**src/rtl/wlg_pkg.sv**
```systemverilog
package wlg_pkg;

    localparam int unsigned BUS_AW     = 6;
    localparam int unsigned BUS_DW     = 32;
    localparam int unsigned KEY_OFFSET = 'h3C;
    localparam int unsigned KEY_VALUE  = 'hA55A;
    localparam int unsigned KEY_LAT    = 2;

    typedef enum logic [1:0] {
        WR_IDLE    = 2'd0,
        WR_KEY     = 2'd1,
        WR_GUARDED = 2'd2
    } wr_kind_e;

    typedef struct packed {
        logic valid;
        logic match;
    } key_evt_t;

    function automatic key_evt_t key_evt_none();
        key_evt_t e;
        e.valid = 1'b0;
        e.match = 1'b0;
        return e;
    endfunction

endpackage

```
**src/rtl/wlg_decode.sv**
```systemverilog
module wlg_decode
    import wlg_pkg::*;
#(
    parameter int unsigned AW       = BUS_AW,
    parameter int unsigned DW       = BUS_DW,
    parameter int unsigned KEY_ADDR = KEY_OFFSET,
    parameter int unsigned KEY_VAL  = KEY_VALUE
) (
    input  logic          wr_en,
    input  logic [AW-1:0] addr,
    input  logic [DW-1:0] wdata,
    output wr_kind_e      kind,
    output key_evt_t      evt
);

    localparam logic [AW-1:0] KEY_A = AW'(KEY_ADDR);
    localparam logic [DW-1:0] KEY_D = DW'(KEY_VAL);

    always_comb begin
        if (!wr_en) begin
            kind = WR_IDLE;
        end else if (addr == KEY_A) begin
            kind = WR_KEY;
        end else begin
            kind = WR_GUARDED;
        end
    end

    always_comb begin
        evt       = key_evt_none();
        evt.valid = (kind == WR_KEY);
        evt.match = (kind == WR_KEY) && (wdata == KEY_D);
    end

endmodule

```
**src/rtl/wlg_key_track.sv**
```systemverilog
module wlg_key_track
    import wlg_pkg::*;
#(
    parameter int unsigned LAT = KEY_LAT
) (
    input  logic     clk,
    input  logic     rst,
    input  key_evt_t evt_in,
    input  logic     consume,
    output logic     wen
);

    localparam int unsigned STAGES = (LAT > 1) ? LAT - 1 : 0;

    key_evt_t land;

    generate
        if (STAGES == 0) begin : g_direct
            assign land = evt_in;
        end else begin : g_pipe
            key_evt_t stage [STAGES];
            for (genvar i = 0; i < STAGES; i++) begin : g_st
                always_ff @(posedge clk) begin
                    if (rst) begin
                        stage[i] <= key_evt_none();
                    end else if (i == 0) begin
                        stage[i] <= evt_in;
                    end else begin
                        stage[i] <= stage[(i == 0) ? 0 : i - 1];
                    end
                end
            end
            assign land = stage[STAGES-1];
        end
    endgenerate

    // Key result takes precedence over the one-shot relock.
    always_ff @(posedge clk) begin
        if (rst) begin
            wen <= 1'b0;
        end else if (land.valid) begin
            wen <= land.match;
        end else if (consume) begin
            wen <= 1'b0;
        end
    end

    a_r2_key_unlocks: assert property (@(posedge clk) disable iff (rst)
        land.valid && land.match |=> wen);

    a_r3_bad_key_locks: assert property (@(posedge clk) disable iff (rst)
        land.valid && !land.match |=> !wen);

    a_r5_one_shot: assert property (@(posedge clk) disable iff (rst)
        consume && !land.valid |=> !wen);

endmodule

```
**src/rtl/wlg_pass.sv**
```systemverilog
module wlg_pass
    import wlg_pkg::*;
#(
    parameter int unsigned AW = BUS_AW,
    parameter int unsigned DW = BUS_DW
) (
    input  logic          clk,
    input  logic          rst,
    input  wr_kind_e      kind,
    input  logic [AW-1:0] addr,
    input  logic [DW-1:0] wdata,
    input  logic          wen,
    input  logic          tgt_ready,
    output logic          prot_wr,
    output logic [AW-1:0] prot_addr,
    output logic [DW-1:0] prot_wdata,
    output logic          consume,
    output logic          err
);

    logic guarded;
    logic drop;

    assign guarded    = (kind == WR_GUARDED);
    assign prot_wr    = guarded && wen && tgt_ready;
    assign prot_addr  = addr;
    assign prot_wdata = wdata;
    assign consume    = prot_wr;
    assign drop       = guarded && !prot_wr;

    always_ff @(posedge clk) begin
        if (rst) begin
            err <= 1'b0;
        end else if (drop) begin
            err <= 1'b1;
        end
    end

    a_r6_locked_drop_faults: assert property (@(posedge clk) disable iff (rst)
        guarded && !wen |=> err);

    a_r6_fault_sticky: assert property (@(posedge clk) disable iff (rst)
        err |=> err);

    a_r7_busy_drop_faults: assert property (@(posedge clk) disable iff (rst)
        guarded && wen && !tgt_ready |=> err);

endmodule

```
**src/rtl/wlock_gate.sv**
```systemverilog
module wlock_gate
    import wlg_pkg::*;
#(
    parameter int unsigned AW       = BUS_AW,
    parameter int unsigned DW       = BUS_DW,
    parameter int unsigned KEY_ADDR = KEY_OFFSET,
    parameter int unsigned KEY_VAL  = KEY_VALUE,
    parameter int unsigned LAT      = KEY_LAT
) (
    input  logic          clk,
    input  logic          rst,
    input  logic          bus_wr,
    input  logic [AW-1:0] bus_addr,
    input  logic [DW-1:0] bus_wdata,
    input  logic          tgt_ready,
    output logic          prot_wr,
    output logic [AW-1:0] prot_addr,
    output logic [DW-1:0] prot_wdata,
    output logic [DW-1:0] lock_status
);

    localparam int unsigned WEN_POS = DW - 1;
    localparam int unsigned ERR_POS = 0;

    wr_kind_e kind;
    key_evt_t evt;
    logic     wen;
    logic     consume;
    logic     err;

    wlg_decode #(
        .AW       (AW),
        .DW       (DW),
        .KEY_ADDR (KEY_ADDR),
        .KEY_VAL  (KEY_VAL)
    ) u_decode (
        .wr_en (bus_wr),
        .addr  (bus_addr),
        .wdata (bus_wdata),
        .kind  (kind),
        .evt   (evt)
    );

    wlg_key_track #(
        .LAT (LAT)
    ) u_track (
        .clk     (clk),
        .rst     (rst),
        .evt_in  (evt),
        .consume (consume),
        .wen     (wen)
    );

    wlg_pass #(
        .AW (AW),
        .DW (DW)
    ) u_pass (
        .clk        (clk),
        .rst        (rst),
        .kind       (kind),
        .addr       (bus_addr),
        .wdata      (bus_wdata),
        .wen        (wen),
        .tgt_ready  (tgt_ready),
        .prot_wr    (prot_wr),
        .prot_addr  (prot_addr),
        .prot_wdata (prot_wdata),
        .consume    (consume),
        .err        (err)
    );

    always_comb begin
        lock_status          = '0;
        lock_status[WEN_POS] = wen;
        lock_status[ERR_POS] = err;
    end

    a_r8_key_not_forwarded: assert property (@(posedge clk) disable iff (rst)
        bus_wr && (bus_addr == AW'(KEY_ADDR)) |-> !prot_wr);

endmodule

```
**config.mk**
```make
export PLATFORM = sky130hd
export DESIGN_NAME = wlock_gate
export DESIGN_NICKNAME = d
export VERILOG_FILES = /design/src/rtl/wlg_pkg.sv /design/src/rtl/wlg_decode.sv /design/src/rtl/wlg_key_track.sv /design/src/rtl/wlg_pass.sv /design/src/rtl/wlock_gate.sv
export SDC_FILE = /design/constraint.sdc
export NUM_CORES = 1
export LEC_CHECK = 0
export BUFFER_PORTS_ARGS = -buffer_cell sky130_fd_sc_hd__clkbuf_2
export CAP_MARGIN = 10
export CORE_MARGIN = 3
export CORE_UTILIZATION = 31
export CTS_BUF_LIST = sky130_fd_sc_hd__clkbuf_8
export CTS_CLUSTER_DIAMETER = 60
export DETAILED_ROUTE_END_ITERATION = 16
export PLACE_DENSITY = 0.9
export SKIP_LAST_GASP = 1
export SLEW_MARGIN = 10
export SYNTH_ARGS = -nofsm -noshare
export SYNTH_HDL_FRONTEND = slang
export SYNTH_SLANG_ARGS = --single-unit
```
**constraint.sdc**
```tcl
create_clock -name clk -period 1.2 [get_ports clk]
set_input_delay 0.12 -clock clk [delete_from_list [all_inputs] [get_ports clk]]
set_output_delay 0.12 -clock clk [all_outputs]
set_load 0.03 [all_outputs]
```
Word-level counts from Yosys, hierarchy flattened

Memory sizes are Yosys's and may differ from the RTL's.
Index checks and enable logic that the tools add are counted.

Flip-flop bits (word level): 2
Memory bits (writable): 2
Bits of input ports: 42
Output and inout bits: 71
Logic and storage cells: 23
Memories: 1

Memories:

| name                 | depth | bits a word | read ports | clocked after Yosys merged registers in | wr ports | RTL line            | RTL |
|---|---|---|---|---|---|---|---|
| u_track.g_pipe.stage | 1     | 2           | 1          | 0                                       | 1        | wlg_key_track.sv:21 | `key_evt_t stage [STAGES];` |

Equal/unequal tests: 4
Muxes and demuxes: 9
Reduce and logical (&&, ||, !) cells: 7

Operators with widths:

| kind                                                                     | count |
|---|---|
| 32-bit by 16-bit equality test with 1-bit output (second input constant) | 1 |
| 6-bit equality test (second input constant)                              | 1 |
| 1-bit two-way mux                                                        | 6 |
| 2-bit two-way mux                                                        | 3 |
| 1-bit logical AND                                                        | 4 |
| 2-bit by 1-bit equality test with 1-bit output (second input constant)   | 1 |
| 2-bit equality test (second input constant)                              | 1 |
| 2-bit nonzero test                                                       | 1 |
| 2-bit OR reduction                                                       | 1 |
| 1-bit zero test                                                          | 1 |

Logic depth before layout (Yosys ltp)

Depth in word-level cells: 8
Gate-level depth with buffers: 3
Mapped depth without buffers: 3

By module

A second synthesis with hierarchy kept.

Cells, all modules: 102
Area total of the unflattened synthesis: 799.5 um2

By module, submodules not included:

| module        | instances | cells an instance | area each (um2) | sequential area each (um2) |
|---|---|---|---|---|
| wlg_pass      | 1         | 45                | 337.8           | 20.0 |
| wlock_gate    | 1         | 33                | 244.0           | 0.0 |
| wlg_decode    | 1         | 16                | 127.6           | 0.0 |
| wlg_key_track | 1         | 8                 | 90.1            | 60.1 |

Worst setup path before layout

No wires, ideal clock.

Path kind: in2out
From: in bus_addr[3]
To: out prot_wr
Arrival: 0.868 ns
Data required time: 1.080 ns
Setup slack: 0.212 ns
Cell stages on the path: 3
Buffers on the path: 0
Cells stage by stage: nand4_1 > or3_4 > and4_2

Cells in the longest elaborated chain, start to end: 6

Ends and longest elaborated chain:

| what                           | RTL line         | RTL |
|---|---|---|
| start: declaration             | wlock_gate.sv:13 | `input logic [AW-1:0] bus_addr,` |
| 6-bit equality test            | wlg_decode.sv:22 | `end else if (addr == KEY_A) begin` |
| 2-bit two-way mux              | wlg_decode.sv:22 |  |
| 2-bit two-way mux              | wlg_decode.sv:20 | `if (!wr_en) begin` |
| 2-bit equality test            | wlg_pass.sv:24   | `assign guarded = (kind == WR_GUARDED);` |
| 1-bit logical AND (2 in a row) | wlg_pass.sv:25   | `assign prot_wr = guarded && wen && tgt_ready;` |
| end: declaration               | wlock_gate.sv:16 | `output logic prot_wr,` |

Every way passes these cells.

Worst setup path after layout

Ends and elaborated chain as after synthesis.

==> flow_summary.toml <==
[status]
run_status = "finished clean"

[grt]
globalRouteTotalUtil_pct = 9.693
vias_in_the_first_global_route = 573
grt_overflow = 0
grt_max_degree = 5
global_route_wire_length_before_repair_mm = 2.511
antenna_violations_before_repair = 0

[critical_path]
timing.setup.critical_path_class = "in -> out"
crit_path_max_fanout = 2
cp_cell_sequence = "clkbuf_2 > nand4_1 > or3_4 > and4_4 > clkbuf_8"
cp.arrival_ns = 1.02
cpLargestDelayFamily = "simple AND/OR/NAND/NOR gates"
crit_required_ns = 1.08
worst_r2r_path_cells = 3
timing.critical_path.buf_inv = 2
critical_path.startpoint_type = "primary input"
critPathMaxStageDelay_ns = 0.35
crit_start = "bus_addr[3]"
critPathSlowestCell = "sky130_fd_sc_hd__or3_4"
r2r-start = "u_track.wen"
cp_num_cells = 5
end_kind = "output port"

[power]
power_uw = 850.8
power_per_cell_area_nw_per_um2 = 977.0
p_leak_uw = 0.0005376
vdd.ir_drop.worst_v = 0.0003689

[clocking]
cts.sink_count = 4
cts.clk_slew.worst_paths_ns = 0.03
worstSkewPairLatency_ns = 0.21
cts_inserted_buffers = 3
clk_path_buf_depth = 2
cts-htree-levels = 1
clock_tree_from_tritoncts = "done"
cts.hold.buffers_added = 0
clk_root_buffer_cell = "sky130_fd_sc_hd__clkbuf_8"
cts_post_setup_buffers_inserted = 0

[min_path]
holdPathStages = 2
worst_hold_startpoint = "rst"
hp-class = "in -> reg"

[sta]
period_minus_slack_ns = 1.136
maxClockFrequency_mhz = 880.3
final-setup-viol-count = 0
finalClockSkew_ns = 0.001991
layout_setup_ws_ns = 0.06408
report.final.slew_viol_count = 0
rsz0062_at_grt = "no"
final_hold_viol_count = 0
finalCritPeriodShare_pct = 94.66

[synth]
netlist_top_cells_area = "sky130_fd_sc_hd__buf_4 (67%), sky130_fd_sc_hd__dfxtp_1 (10%), sky130_fd_sc_hd__nor4bb_1 (5.1%)"
avgSynthCellArea_sq_um = 7.912
register_bit_count_reported_by_yosys = 4
synth_area_sq_um = 783.3
post_synth_num_cell_types = 17
netlist.area_leader.share_pct = 67.09
synth.yosys.seq_area_share_pct = 10.22
post-synth-top-area-cell = "sky130_fd_sc_hd__buf_4"
synthesized_instance_count = 99
yosysWarningCount = 0

[final_layout]
post_layout_instance_count_excluding_filler_cells = 172
diodes = 0
synthToLayoutAreaGrowth_pct = 11.18
fin_area_sq_um = 870.8
final.fill_count = 233
finish.utilization_pct = 37.91
drive_gt1_share_pct = 61.81
multiInputGateArea_sq_um = 284.0
regArea_sq_um = 80.08
design.final.nets = 188

[placed_design]
routabilityCongestion = 0.6500
port_buffers = 82
place_hpwl_mm = 1.683
dp_worst_setup_slack_ns = -0.01011
dp.cells = 169
dpl_cell_area_sq_um = 819.5

[die]
die_y_microns = 56.27
num_io_pins = 113
placeableCoreArea_sq_um = 2297
std_cell_rows = 17
die_area_sq_um = 3166
start_util_pct = 34.10
die_width_microns = 56.27

[detailed_routing]
drt-pass1-iter-count = 4
drt-initial-drc-count = 9
detail_route.wirelength_mm = 1.748
route.antenna.remaining_nets = 0
num_vias = 678
remaining_drc_errors = 0
drt-wirelength-per-cell_microns = 10.16
viasPerCell = 3.942

[run]
max_cap_violations = 0
## synth_stat cells
library cell	count
sky130_fd_sc_hd__buf_4	70
sky130_fd_sc_hd__dfxtp_1	4
sky130_fd_sc_hd__nor4_1	4
sky130_fd_sc_hd__nor4bb_1	4
sky130_fd_sc_hd__nand4_1	3
sky130_fd_sc_hd__nand2_1	2
sky130_fd_sc_hd__nor2_1	2
sky130_fd_sc_hd__a211oi_1	1
sky130_fd_sc_hd__a21oi_1	1
sky130_fd_sc_hd__and4_2	1
sky130_fd_sc_hd__conb_1	1
sky130_fd_sc_hd__inv_1	1
sky130_fd_sc_hd__mux2i_1	1
sky130_fd_sc_hd__nand2b_1	1
sky130_fd_sc_hd__nor4_2	1
sky130_fd_sc_hd__o311ai_0	1
sky130_fd_sc_hd__or3_4	1
## state kept, by name (all words and copies together), names as in the netlist
register and flops:
u_pass.err 1, u_track.wen 1, u_track.g_pipe.stage 2
## placed cells by master (no fill, tap or decap), drive strengths merged, types with 2 or more instances in the layout
cell,n
nor2,2
nor4bb,4
clkbuf,85
nor4,5
dfxtp,4
nand4,3
conb,30
nand2,2
## per-stage QoR
step / hold WS (ns) / setup TNS (ns)
2_1_floorplan: 0.1891 / 0
3_3_place_gp: 0.3089 / 0
3_5_place_dp: 0.3215 / -0.01011
4_1_cts: 0.1017 / 0
5_1_grt: 0.1023 / 0
6_report: 0.1042 / 0
## final timing paths
kind                      end  slack, ns
setup reg to reg   u_pass.err       0.41
hold reg to reg    u_pass.err       0.46
hold / removal    u_track.wen       0.10
setup / recovery      prot_wr       0.06
## kinds of logic after synthesis
group / count (synthesis) / synth area share, %
flops: 4 / 10.22
buf+inv: 71 / 67.57
compound gates: 3 / 2.716
other cells: 1 / 0.4788
mux: 1 / 1.278
simple gates: 19 / 17.73
## power by group
group,leakage [uW],internal [uW],switching [uW]
clock network,0.0000216,213,63.1
registers,0.0000325,137,1.46
logic,0.000483,103,333
## layout make-up
| type | count | share of cell area [%] |
|---|---|---|
| clock buffers | 3 | 4.741 |
| inverters | 1 | 0.4310 |
| multi-input cells | 53 | 32.61 |
| flip-flops and latches | 4 | 9.195 |
| well taps | 28 | 4.023 |
| repair buffers | 83 | 48.99 |
## routing by layer
layer | routed length, microns | track usage [%] | up-vias
li1 | - | - | 327
met1 | 495 | 9.041 | 286
met2 | 983 | 19.53 | 65
met3 | 269 | 2.299 | 0
met4 | 0 | 4.068 | 0
met5 | 0 | 0 | -
## what timing repair did
item / in CTS / in global routing
hold endpoints to repair: 0 / 0
pin swaps: 0 / 1
setup endpoints to repair: 1 / 1
resized for setup: 2 / 1
(Power assumes the default switching activity.)
